### src/rtl/bcx_pkg.sv
package bcx_pkg;

    typedef enum logic [2:0] {
        ACT_NONE    = 3'b000,
        ACT_BRANCH  = 3'b001,
        ACT_ENTER   = 3'b010,
        ACT_HANDLER = 3'b100
    } act_e;

    localparam logic [1:0] SEL_EN    = 2'd0;
    localparam logic [1:0] SEL_VLD   = 2'd1;
    localparam logic [1:0] SEL_HBASE = 2'd2;

endpackage

### src/rtl/bcx_decide.sv
module bcx_decide
    import bcx_pkg::*;
#(
    parameter bit NOWE_HANDLER = 1'b1
) (
    input  logic req_valid,
    input  logic would_enter,
    input  logic en,
    input  logic vld,
    output act_e act
);

    always_comb begin
        act = ACT_NONE;
        if (req_valid) begin
            if (!en) begin
                act = ACT_BRANCH;
            end else if (vld) begin
                act = would_enter ? ACT_ENTER : ACT_BRANCH;
            end else if (would_enter) begin
                act = ACT_HANDLER;
            end else begin
                act = NOWE_HANDLER ? ACT_HANDLER : ACT_BRANCH;
            end
        end
    end

endmodule

### src/rtl/bcx_ctrl_regs.sv
module bcx_ctrl_regs
    import bcx_pkg::*;
#(
    parameter int          ADDR_W    = 32,
    parameter bit          TRIVIAL   = 1'b0,
    parameter logic [ADDR_W-1:0] HBASE_RST = '0
) (
    input  logic              clk,
    input  logic              rst_n,
    input  logic              exc_entry,
    input  logic              divert,
    input  logic              wr_en,
    input  logic [1:0]        wr_sel,
    input  logic [ADDR_W-1:0] wr_data,
    input  logic [1:0]        rd_sel,
    output logic              en,
    output logic              vld,
    output logic [ADDR_W-1:0] hbase,
    output logic [ADDR_W-1:0] rd_data
);

    typedef struct packed {
        logic              en;
        logic              vld;
        logic [ADDR_W-1:0] hbase;
    } regs_t;

    regs_t regs_d, regs_q;
    logic  exc_clr;

    generate
        if (TRIVIAL) begin : g_trivial
            assign exc_clr = 1'b0;
        end else begin : g_full
            assign exc_clr = exc_entry;
        end
    endgenerate

    always_comb begin
        regs_d = regs_q;
        if (wr_en && wr_sel == SEL_EN)    regs_d.en    = wr_data[0];
        if (wr_en && wr_sel == SEL_VLD)   regs_d.vld   = wr_data[0];
        if (wr_en && wr_sel == SEL_HBASE) regs_d.hbase = wr_data;
        if (divert)                       regs_d.vld   = 1'b1;
        if (exc_clr)                      regs_d.vld   = 1'b0;
    end

    always_ff @(posedge clk) begin
        if (!rst_n) begin
            regs_q.en    <= 1'b0;
            regs_q.vld   <= 1'b0;
            regs_q.hbase <= HBASE_RST;
        end else begin
            regs_q <= regs_d;
        end
    end

    assign en    = regs_q.en;
    assign vld   = regs_q.vld;
    assign hbase = regs_q.hbase;

    always_comb begin
        rd_data = '0;
        case (rd_sel)
            SEL_EN:    rd_data[0] = regs_q.en;
            SEL_VLD:   rd_data[0] = regs_q.vld;
            SEL_HBASE: rd_data    = regs_q.hbase;
            default:   rd_data    = '0;
        endcase
    end

    // a diversion leaves the valid bit set unless an exception clears it
    p_divert_sets_r4: assert property (@(posedge clk) disable iff (!rst_n)
        (divert && !exc_clr) |=> vld);

    generate
        if (!TRIVIAL) begin : g_chk_full
            // exception clears valid bit, outranking diversion
            p_exc_clears_r5: assert property (@(posedge clk) disable iff (!rst_n)
                exc_entry |=> !vld);
        end else begin : g_chk_triv
            // trivial build, exception alone does not touch valid bit
            p_exc_keeps_r5: assert property (@(posedge clk) disable iff (!rst_n)
                (exc_entry && !divert && !(wr_en && wr_sel == SEL_VLD)) |=> $stable(vld));
        end
    endgenerate

endmodule

### src/rtl/bcx_entry_unit.sv
module bcx_entry_unit
    import bcx_pkg::*;
#(
    parameter int          ADDR_W       = 32,
    parameter bit          TRIVIAL      = 1'b0,
    parameter bit          NOWE_HANDLER = 1'b1,
    parameter logic [ADDR_W-1:0] HBASE_RST = '0
) (
    input  logic              clk,
    input  logic              rst_n,
    input  logic              req_valid,
    input  logic [ADDR_W-1:0] req_target,
    input  logic              req_would_enter,
    input  logic              exc_entry,
    input  logic              wr_en,
    input  logic [1:0]        wr_sel,
    input  logic [ADDR_W-1:0] wr_data,
    input  logic [1:0]        rd_sel,
    output logic [ADDR_W-1:0] rd_data,
    output logic              act_valid,
    output logic [2:0]        act_code,
    output logic [ADDR_W-1:0] act_target,
    output logic              bc_state
);

    typedef struct packed {
        act_e              act;
        logic [ADDR_W-1:0] target;
        logic              bc;
    } out_t;

    out_t              out_d, out_q;
    logic              en, vld;
    logic [ADDR_W-1:0] hbase;
    act_e              act;

    bcx_ctrl_regs #(
        .ADDR_W    (ADDR_W),
        .TRIVIAL   (TRIVIAL),
        .HBASE_RST (HBASE_RST)
    ) u_regs (
        .clk       (clk),
        .rst_n     (rst_n),
        .exc_entry (exc_entry),
        .divert    (act == ACT_HANDLER),
        .wr_en     (wr_en),
        .wr_sel    (wr_sel),
        .wr_data   (wr_data),
        .rd_sel    (rd_sel),
        .en        (en),
        .vld       (vld),
        .hbase     (hbase),
        .rd_data   (rd_data)
    );

    bcx_decide #(
        .NOWE_HANDLER (NOWE_HANDLER)
    ) u_decide (
        .req_valid   (req_valid),
        .would_enter (req_would_enter),
        .en          (en),
        .vld         (vld),
        .act         (act)
    );

    always_comb begin
        out_d        = out_q;
        out_d.act    = act;
        out_d.target = '0;
        case (act)
            ACT_BRANCH, ACT_ENTER: out_d.target = req_target;
            ACT_HANDLER:           out_d.target = hbase;
            default:               out_d.target = '0;
        endcase
        if (act != ACT_NONE) out_d.bc = (act == ACT_ENTER);
        if (exc_entry)       out_d.bc = 1'b0;
    end

    always_ff @(posedge clk) begin
        if (!rst_n) begin
            out_q.act    <= ACT_NONE;
            out_q.target <= '0;
            out_q.bc     <= 1'b0;
        end else begin
            out_q <= out_d;
        end
    end

    assign act_code   = out_q.act;
    assign act_valid  = (out_q.act != ACT_NONE);
    assign act_target = out_q.target;
    assign bc_state   = out_q.bc;

    // at most one action bit, one cycle after a request only
    p_onehot_r10: assert property (@(posedge clk) disable iff (!rst_n)
        $onehot0(act_code) && (act_valid == (act_code != 3'b000)));
    p_no_req_idle_r10: assert property (@(posedge clk) disable iff (!rst_n)
        !req_valid |=> !act_valid);

    // disabled unit always branches to the request target
    p_disabled_branch_r1: assert property (@(posedge clk) disable iff (!rst_n)
        (req_valid && !en) |=> (act_code == 3'b001 && act_target == $past(req_target)));

    // configuration-invalid diversion goes to the handler base
    p_handler_target_r3: assert property (@(posedge clk) disable iff (!rst_n)
        (req_valid && en && !vld && req_would_enter) |=>
            (act_code == 3'b100 && act_target == $past(hbase)));

    // exception leaves the bytecode-state flag clear
    p_exc_state_r12: assert property (@(posedge clk) disable iff (!rst_n)
        exc_entry |=> !bc_state);

endmodule

### config.mk
export PLATFORM = sky130hd
export DESIGN_NAME = bcx_entry_unit
export DESIGN_NICKNAME = d
export VERILOG_FILES = /design/src/rtl/bcx_pkg.sv /design/src/rtl/bcx_decide.sv /design/src/rtl/bcx_ctrl_regs.sv /design/src/rtl/bcx_entry_unit.sv
export SDC_FILE = /design/constraint.sdc
export NUM_CORES = 1
export LEC_CHECK = 0
export BUFFER_PORTS_ARGS = -buffer_cell sky130_fd_sc_hd__buf_2
export CORE_UTILIZATION = 43
export CTS_CLUSTER_DIAMETER = 40
export DETAILED_ROUTE_END_ITERATION = 8
export GPL_ROUTABILITY_DRIVEN = 1
export PLACE_DENSITY = 0.74
export SLEW_MARGIN = 20
export SYNTH_ARGS = -nofsm -noshare
export SYNTH_HDL_FRONTEND = slang
export SYNTH_HIERARCHICAL = 1
export SYNTH_SLANG_ARGS = --single-unit
### constraint.sdc
create_clock -name clk -period 1.9 [get_ports clk]
set_clock_uncertainty 0.1 [all_clocks]
set_input_delay 0.38 -clock clk [delete_from_list [all_inputs] [get_ports clk]]
set_output_delay 0.38 -clock clk [all_outputs]
set_load 0.05 [all_outputs]
# Word-level counts from Yosys, hierarchy flattened
# Cells that the tools add are included.
classes:
  n_eq_ne: 7
  n_mux: 9
  n_bitwise: 1
  reduce_logical: 10
op_table:
  columns: ["operator", "n"]
  rows:
  - ["one-hot mux 32 bit (2 select lines)", 1]
  - ["two-way mux 31 bit", 1]
  - ["two-way mux 3 bit", 3]
  - ["nonzero test 3 bit", 2]
  - ["== test 2 x 1 -> 1 bit, second input constant", 2]
  - ["== test 2 bit, second input constant", 2]
  - ["zero test 2 bit", 2]
  - ["OR reduction 2 bit", 2]
  - ["== test 3 x 1 -> 1 bit, second input constant", 1]
  - ["== test 3 x 2 -> 1 bit, second input constant", 1]
  - ["== test 3 bit, second input constant", 1]
  - ["logical AND 1 bit", 3]
  - ["one-hot mux 1 bit (3 select lines)", 1]
  - ["two-way mux 1 bit", 2]
  - ["two-way mux 2 bit", 1]
  - ["nonzero test 2 bit", 1]
  - ["NOT 1 bit", 1]
word_totals:
  reg_bits: 70
  in_bits: 74
  output_inout_bits: 69
  elab_cells: 33

# Depth between registers and ports, before layout
# Gate-level depths: netlist of run 1.
logic_depth:
  depth_word: 7
  ltp_mapped: 8
  depth_no_buf: 6

# Modules after synthesis
# Netlist of run 1, hierarchy kept.
modules_own_cells:
  columns: ["module", "n_inst", "cells_each", "area_each_um2", "seq_area_each_um2"]
  rows:
  - ["bcx_entry_unit", 1, 159, 1641.6, 720.7]
  - ["bcx_ctrl_regs", 1, 188, 1535.2, 680.7]
  - ["bcx_decide", 1, 6, 28.8, 0.0]

# Worst setup path before layout of run 1
# No wires, ideal clock.
synth_timing:
  kind: "input to register"
  from: "input port req_would_enter"
  to: "register, netlist name u_regs/vld"
  setup_time_ns: 0.122
  t_arrival_ns: 1.820
  required_ns: 1.678
  slack_ns: -0.141
  stages: 8
  path_buffers: 2
  cell_sequence: "nand2b_1 -> a21boi_1 -> or3b_1 -> buf_6 -> buf_6 -> inv_1 -> or4_1 -> o311a_1"
synth_between:
  elab_chain_len: 6
  elab_cells_between_ends: 7
  classes_between: "eq/ne (1); mux (5); reduce/logical (1)"
synth_rtl:
  columns: ["element", "line", "rtl"]
  rows:
  - ["start: declaration", "bcx_entry_unit.sv:13", "input logic req_would_enter,"]
  - ["two-way mux 2 bit (*)", "bcx_decide.sv:19", "act = would_enter ? ACT_ENTER : ACT_BRANCH;"]
  - ["two-way mux 3 bit (*)", "bcx_decide.sv:18", "end else if (vld) begin"]
  - ["two-way mux 3 bit (*)", "bcx_decide.sv:16", "if (!en) begin"]
  - ["two-way mux 3 bit (*)", "bcx_decide.sv:15", "if (req_valid) begin"]
  - ["via act[0]", "bcx_entry_unit.sv:35", "act_e act;"]
  - ["== test 3 bit (*)", "bcx_entry_unit.sv:45", ".divert (act == ACT_HANDLER),"]
  - ["two-way mux 1 bit / nonzero test 2 bit (equally long branches)", null, null]
# The timed path passes the listed nets; every way through them passes the cells marked *.
# A chain may end at the register's enable or synchronous reset.

# Worst setup path in the final report of run 1
layout_timing:
  from: "register, netlist name u_regs/en"
  to: "output port rd_data[0]"
layout_between:
  elab_chain_len: 1
layout_rtl:
  columns: ["element", "line", "rtl"]
  rows:
  - ["one-hot mux 1 bit (3 select lines)", "bcx_ctrl_regs.sv:64", "case (rd_sel)"]
  - ["end: declaration", "bcx_entry_unit.sv:19", "output logic [ADDR_W-1:0] rd_data,"]
# Every way passes these cells.

==> summary.txt, run 1 <==
cell with the largest stage delay on the worst path: dfxtp_1
TritonCTS Buffers: 9
total track usage: 20.6%
Die Area: 7800 sq um
outcome: complete, no violations
post-synthesis average cell area: 9.08 sq um
Nets: 563
Tmin final: 1.80 ns
Post-CTS Setup Repair Bufs: 0
most frequent cells in the layout: 142 x buf_2, 99 x nand2_1, 70 x dfxtp_1
# diodes: 0
hpwl dp: 5490 microns
DRC violations left: 0
setup violators final: 0
clock transition at the registers of the reported paths: 0.07 ns
setup TNS: 0 ns
fin util: 58.9%
H-Tree Depth: 3
Worst EP arrival: 1.32 ns
buffers plus inverters on the worst setup path: 1
synth unique cells: 27
Yosys reg bits: 70
hold buffer count at cts: 0
Area growth, synth to finish: 32.5%
first-pass GRT wire length: 12200 microns
Worst Tran Pin Value: 0.513 ns
# rows: 31
Hold WS: 0.173 ns
vias in the first global route: 2526
Req. time, crit path: 1.42 ns
max-slew violation count: 0
HP Class: in2reg
Worst path max stage delay: 0.40 ns
crit-path max FO: 4
Peak VDD IR: 477 uV
io pins: 143
PortBufs: 142
synthesized area: 3210 sq um
Setup CP Type: reg2out
fin cells: 593
Worst Slack Setup Final: 0.0993 ns
Core Area: 7210 sq um
Cells after Synth: 353
gpl congestion: 0.747
largest net degree at the start of global routing: 50
Lkg Pwr: 1.85 nW
initial antenna violation count: 1
Period Utilization, post-route: 94.8%
Clk Tree Root Cell: clkbuf_8
placed instance count: 577
Ys Warns: 6
Post-Synthesis Net Count: 427
CP Capture Type: output pin
initial drt markers: 61
pre-CTS WS: 0.117 ns
RSZ-0062 raised after global routing: false
total gr overflow: 0
Power Density: 821 nW/um^2
WL final: 8100 microns
Tot Pwr: 3.49 mW
starting density of the core: 44.4%
Clock Sinks: 70
drt first pass iters: 4
CTS tree: yes
layout cell share with drive strength beyond 1: 41.7%
most common cell after layout, fill and taps aside: buf_2
Final Cell Area: 4250 sq um
worst path cell trace: mux2i_1 -> o22ai_1 -> buf_2
crit-path leading delay family: flip-flops
routed vias: 2902
Fin. Hold Viols: 0
cells resized by post-CTS repair: 0
CTS max path bufs: 2
Avg WL per Cell: 13.7 microns
type of origin of the critical path: flop
Placement Cell Area: 4010 sq um
Die W: 88.3 microns
highest clock rate: 555 MHz
Seq/Total Area, Yosys: 43.7%
worst skew pair latency: 0.33 ns
DIE HEIGHT: 88.3 microns
slew margin rel.: 65.8%
antenna viol nets, final: 0
Max Cap Viol: 0
DR vias/cell: 4.89
## area by class of cell
class,count,area (sq um)
Clock buffer,10,128
Clock inverter,6,110
Fill cell,661,2970
Inverter,1,3.75
Multi-Input combinational cell,251,1630
Sequential cell,70,1400
Tap cell,99,124
Timing Repair Buffer,156,853
## registers in the layout (all words and copies together) (netlist names)
register / cells
act_code: 3
act_target: 32
bc_state: 1
u_regs/en: 1
u_regs/hbase: 32
u_regs/vld: 1
## kinds of logic after synthesis
group / count (synthesis) / share of synthesized area [%]
AND/OR/NAND/NOR: 180 / 28.9
AO/OA/AOI/OAI: 68 / 20.5
flip-flops: 70 / 43.7
buffers and inverters: 32 / 6.05
multiplexers: 2 / 0.625
XOR/XNOR: 1 / 0.273
## worst paths after layout
check	startpoint	end	slack, ns	cells after the start
worst max register to register	u_regs/en	act_target[18]	0.16	5
worst max-delay path	u_regs/en	rd_data[0]	0.1	3
worst min register to register	u_regs/hbase[25]	u_regs/hbase[25]	0.37	2
worst min-delay path	wr_data[23]	u_regs/hbase[23]	0.17	3
## report_power, final
group	leakage (nW)	switching, mW	internal, mW
registers	0.571	0.0238	1.52
clock network	0.112	0.570	0.870
logic	1.17	0.318	0.184
total	1.85	0.912	2.57
## synthesized netlist by cell type, drive strengths merged
master | number | area share [%]
a21boi | 33 | 7.7
and2 | 34 | 6.6
and3b | 1 | 0.27
buf | 19 | 4.5
clkbuf | 12 | 1.4
dfxtp | 70 | 44
inv | 1 | 0.12
mux2i | 2 | 0.62
nand2 | 99 | 12
nand2b | 1 | 0.20
nand3b | 33 | 7.7
nor2 | 3 | 0.35
nor2b | 3 | 0.59
nor3b | 1 | 0.23
nor4b | 1 | 0.27
nor4bb | 1 | 0.31
o21a | 1 | 0.23
o22ai | 32 | 12
o2bb2ai | 1 | 0.27
o311a | 1 | 0.31
or3 | 1 | 0.20
or3b | 1 | 0.27
or4 | 1 | 0.23
xnor2 | 1 | 0.27
## worst reg2reg max path, delay by kind of cell (launching register included)
family,cells,cell delay (ns)
and+or+nand+nor,3,0.69
DFF,1,0.40
buffers and inverters,1,0.31
AOI/OAI and AO/OA,1,0.17
## routing by layer
layer	global-route usage, %	share of wire [%]	vias to the layer above
met5	0	0	-
met4	7.92	1.5	0
met3	4.10	6.1	10
met2	32.8	47	102
met1	27.4	45	1334
li1	-	-	1456
Note: power is estimated with default switching activity, not from simulation.
==> inputs of run 2 (changes only) <==
--- a/config.mk
+++ b/config.mk
@@ -6,11 +6,12 @@
 export NUM_CORES = 1
 export LEC_CHECK = 0
 export BUFFER_PORTS_ARGS = -buffer_cell sky130_fd_sc_hd__buf_2
+export CORE_MARGIN = 2
 export CORE_UTILIZATION = 43
 export CTS_CLUSTER_DIAMETER = 40
 export DETAILED_ROUTE_END_ITERATION = 8
 export GPL_ROUTABILITY_DRIVEN = 1
-export PLACE_DENSITY = 0.74
+export PLACE_DENSITY = 0.87
 export SLEW_MARGIN = 20
 export SYNTH_ARGS = -nofsm -noshare
 export SYNTH_HDL_FRONTEND = slang
==> run 2 against run 1 <==
Against the previous run:
- sequential power about the same
- register-to-register slack about the same
- final cell count decreased by 0.17%
- via count increased by 0.17%
- final area increased by 0.12%
- total power decreased by 2.9%
- sequential cell count unchanged
- global-route usage decreased by 0.55 points
==> summary.txt, run 2 (synthesis gave the netlist of run 1 again) <==
DIE HEIGHT: 90.3 microns
Setup CP Type: reg2out
outcome: complete, no violations
Clock Sinks: 70
Peak VDD IR: 358 uV
flop2flop setup slack: 0.16 ns
H-Tree Depth: 3
vias in the first global route: 2844
RSZ-0062 raised after global routing: false
cells on worst reg2reg path: 6
sequential power share: 45.6%
hpwl dp: 5730 microns
DRC violations left: 0
clock transition at the registers of the reported paths: 0.07 ns
Fin. Hold Viols: 0
TritonCTS Buffers: 9
Tmin final: 1.81 ns
Die Area: 8160 sq um
Pint: 2.48 mW
worst path cell trace: buf_4 -> nand2_1 -> o22ai_1 -> buf_2
WL final: 8250 microns
crit-path max FO: 4
CTS max path bufs: 2
# diodes: 0
type of origin of the critical path: flop
area occupied by multi-input gates: 1630 sq um
HP Class: in2reg
cell with the largest stage delay on the worst path: dfxtp_1
largest net degree at the start of global routing: 58
Nets: 562
most frequent cells in the layout: 142 x buf_2, 99 x nand2_1, 70 x dfxtp_1
worst setup path endpoint: rd_data[0]
RR Endpoint: u_regs/vld
pre-CTS WS: -0.0609 ns
DR vias/cell: 4.91
Worst Slack Setup Final: 0.0882 ns
placed instance count: 576
PortBufs: 142
clock share of power: 39.4%
initial drt markers: 104
layout cell share with drive strength beyond 1: 42.0%
total gr overflow: 0
worst skew pair latency: 0.33 ns
Worst path max stage delay: 0.40 ns
Max Cap Viol: 0
Avg WL per Cell: 13.9 microns
antenna viol nets, final: 0
Core Area: 7250 sq um
first-pass GRT wire length: 13300 microns
most common cell after layout, fill and taps aside: buf_2
starting density of the core: 44.2%
setup TNS: 0 ns
switching share of power: 26.8%
Fillers: 640
io pins: 143
switching power: 0.907 mW
routed vias: 2907
Period Utilization, post-route: 95.4%
Req. time, crit path: 1.42 ns
max-slew violation count: 0
combinational fraction of design power: 15.0%
register area: 1400 sq um
CTS tree: yes
Lkg Pwr: 1.86 nW
Power Density: 797 nW/um^2
CP Launch Point: u_regs/vld
FF-to-FF Start: u_regs/vld
drt first pass iters: 4
CP Capture Type: output pin
Clk Tree Root Cell: clkbuf_8
hold buffer count at cts: 0
setup violators final: 0
Die W: 90.3 microns
total track usage: 20.0%
Area growth, synth to finish: 32.6%
Tot Pwr: 3.39 mW
slew margin rel.: 65.7%
# rows: 31
Worst Tran Pin Value: 0.515 ns
highest clock rate: 552 MHz
Worst EP arrival: 1.33 ns
fin cells: 592
initial antenna violation count: 0
gpl congestion: 0.820
[run 2: cell count changes in the layout (fill, tap and decap cells not counted), sizes merged]
cell	before	now
bufinv	3	2
clkinv	1	2
buf	156	155
[run 2: area by class of cell]
type                       instances  area share (%)
tap                               99            2.91
inverter                           1          0.0883
clock buffer                      10            3.24
timing repair buffer             155            20.5
sequential                        70            33.0
multi-input combinational        251            38.3
clock inverter                     6            2.00
[run 2: power by group through the flow]
stage	sequential, mW	clock (mW)	combinational, mW
global route	1.55	1.43	0.546
CTS	1.54	1.36	0.512
floorplan	1.68	0	0.225
detailed placement	1.58	0	0.511
global placement	1.58	0	0.499
finish	1.54	1.33	0.509
[run 2: routing by layer]
metal	wire [microns]	part of all wire, %	global-route usage (%)
met1	3540	43	23.3
met2	4220	51	36.5
met3	415	5.0	4.26
met4	76	0.92	6.54
met5	0	0	0
[run 2: worst max-delay path, delay by kind of cell, from the launching register on]
| family | cells | cell delay, ns |
|---|---|---|
| flops | 1 | 0.40 |
| compound gates | 1 | 0.13 |
| simple gates | 1 | 0.04 |
| buf+inv | 2 | 0.44 |
[run 2: what timing repair did]
action / 4_1_cts / 5_1_grt
endpoints found under the setup margin: 0 / 4
buffers inserted: 0 / 0
hold endpoints to repair: 0 / 0
gates resized for setup: 0 / 1
[run 2: through the flow]
step,util [%],area [sq um],hold slack [ns]
after detailed placement,55.5,4030,0.358
final,58.6,4250,0.185
after CTS,58.6,4250,0.167
after global placement,55.5,4030,0.353
after global routing,58.6,4250,0.179
after floorplan,-,3210,0.338
[run 2: worst min path at each step]
stage | from | to | slack (ns) | cells past startpoint
6_report | wr_data[5] | u_regs/hbase[5] | 0.18 | 3
5_1_grt | wr_data[18] | u_regs/hbase[18] | 0.18 | 3
4_1_cts | wr_data[5] | u_regs/hbase[5] | 0.17 | 3
3_5_place_dp | u_regs/hbase[24] | u_regs/hbase[24] | 0.36 | 2
3_3_place_gp | u_regs/hbase[26] | u_regs/hbase[26] | 0.35 | 2
2_1_floorplan | u_regs/hbase[23] | u_regs/hbase[23] | 0.34 | 2
==> inputs of run 3 (changes only) <==
--- a/config.mk
+++ b/config.mk
@@ -12,6 +12,8 @@
 export DETAILED_ROUTE_END_ITERATION = 8
 export GPL_ROUTABILITY_DRIVEN = 1
 export PLACE_DENSITY = 0.87
+export RECOVER_POWER = 50
+export REMOVE_ABC_BUFFERS = 1
 export SLEW_MARGIN = 20
 export SYNTH_ARGS = -nofsm -noshare
 export SYNTH_HDL_FRONTEND = slang
==> run 3 against run 2 <==
Against the previous run:
- die area stayed put
- utilization is 0.81 points lower
- total power is 4.0% higher
- first-iteration DRC count is 16% lower
- critical endpoint is now rd_data[6]
- register-to-register slack worse by 0.03 ns
- final cell count stayed put
- clock power is 11% higher
- largest power group unchanged
- critical path type is now in2out
==> summary.txt, run 3 (synthesis gave the netlist of run 1 again) <==
Nets: 562
cells on worst reg2reg path: 5
Pint: 2.64 mW
Area growth, synth to finish: 30.8%
Die Area: 8160 sq um
RSZ-0062 raised after global routing: false
antenna viol nets, final: 0
crit-path max FO: 31
HP Class: in2reg
Setup CP Type: in2out
Req. time, crit path: 1.42 ns
Avg WL per Cell: 13.7 microns
TritonCTS Buffers: 9
RR Endpoint: act_target[24]
routed vias: 2917
initial drt markers: 87
type of origin of the critical path: primary input
drt first pass iters: 5
setup violators final: 0
Worst Tran Pin Value: 0.791 ns
flop2flop setup slack: 0.13 ns
DR vias/cell: 4.93
cells resized by post-CTS repair: 0
total track usage: 19.5%
Core Area: 7250 sq um
sequential power share: 43.9%
Die W: 90.3 microns
hold path cells: 3
Peak VDD IR: 473 uV
Post-CTS Setup Repair Bufs: 0
starting density of the core: 44.2%
switching power: 0.881 mW
DR top layer: met4
Clock Sinks: 70
Fin. Hold Viols: 0
highest clock rate: 563 MHz
DIE HEIGHT: 90.3 microns
max-slew violation count: 0
combinational fraction of design power: 13.9%
Clk Tree Root Cell: clkbuf_8
clock share of power: 42.1%
met2 routed wirelength: 4030 microns
first-pass GRT wire length: 13100 microns
clock transition at the registers of the reported paths: 0.07 ns
gpl congestion: 0.812
worst skew pair latency: 0.33 ns
CP Capture Type: output pin
Hold WS: 0.199 ns
Met3 Routed Length: 486 microns
hpwl dp: 5660 microns
Power Density: 840 nW/um^2
FF-to-FF Start: u_regs/en
largest net degree at the start of global routing: 53
initial antenna violation count: 0
Tmin final: 1.78 ns
total gr overflow: 0
vias in the first global route: 2830
layout cell share with drive strength beyond 1: 33.5%
WL final: 8140 microns
Max Cap Viol: 0
Hold EP: u_regs/hbase[20]
# diodes: 0
hold buffer count at cts: 0
Fillers: 689
PortBufs: 142
met1 WL: 3530 microns
Tot Pwr: 3.52 mW
fin util: 57.8%
CTS max path bufs: 2
slew margin rel.: 47.3%
Lkg Pwr: 1.70 nW
most common cell after layout, fill and taps aside: buf_2
Period Utilization, post-route: 93.5%
DRC violations left: 0
most frequent cells in the layout: 108 x buf_2, 99 x nand2_1, 70 x dfxtp_1
CTS tree: yes
min-delay src: wr_data[20]
io pins: 143
outcome: complete, no violations
H-Tree Depth: 3
# rows: 31
switching share of power: 25.0%
Worst EP arrival: 1.30 ns
## run 3: cell count changes in the layout (fill, tap and decap cells not counted), moves of 2 or more
cell        previous run  this run
a21boi_0              15        30
a21boi_1              17         3
buf_12                 5         3
buf_2                142       108
clkbuf_1               0        39
clkinv_2               2         0
clkinvlp_4             2         0
## run 3: critical path, stage by stage
cell and delay (ns):
buf_2 0.11, nor2b_2 0.18, buf_12 0.18, and2_1 0.16, buf_2 0.26
## run 3: area by class of cell
cell class,instances,area (sq um),area share (%)
multi-input combinational,251,1620,38.7
clock buffer,13,159,3.79
clock inverter,3,90.1,2.15
tap,99,124,2.95
sequential,70,1400,33.4
inverter,1,3.75,0.0895
timing repair buffer,155,792,18.9
## run 3: worst max path at each step
stage / startpoint / end / cells after the start
after floorplan: req_would_enter / act_target[24] / 4
after global placement: req_would_enter / u_regs/vld / 7
after detailed placement: req_would_enter / u_regs/vld / 7
after CTS: u_regs/en / act_target[24] / 5
after global routing: u_regs/en / act_target[24] / 6
final: rd_sel[1] / rd_data[6] / 5
## run 3: through the flow
stage	setup WS, ns	std cells	cell area [sq um]	setup TNS [ns]
final	0.124	592	4190	0
after floorplan	-1.43	322	3020	-50.88
after CTS	0.126	592	4250	0
after global placement	0.144	576	4000	0
after detailed placement	0.0622	576	4000	0
after global routing	0.0429	592	4190	0
## run 3: power by group through the flow
| stage | clock [mW] | combinational [mW] | sequential [mW] |
|---|---|---|---|
| CTS | 1.52 | 0.504 | 1.55 |
| global route | 1.60 | 0.524 | 1.55 |
| floorplan | 0 | 0.184 | 1.68 |
| finish | 1.48 | 0.490 | 1.55 |
| detailed placement | 0 | 0.503 | 1.58 |
| global placement | 0 | 0.490 | 1.58 |
## run 3: per-layer routing
layer | track usage [%] | vias to the layer above
li1 | - | 1451
met1 | 23.5 | 1356
met2 | 34.2 | 104
met3 | 4.17 | 6
met4 | 7.18 | 0
met5 | 0 | -
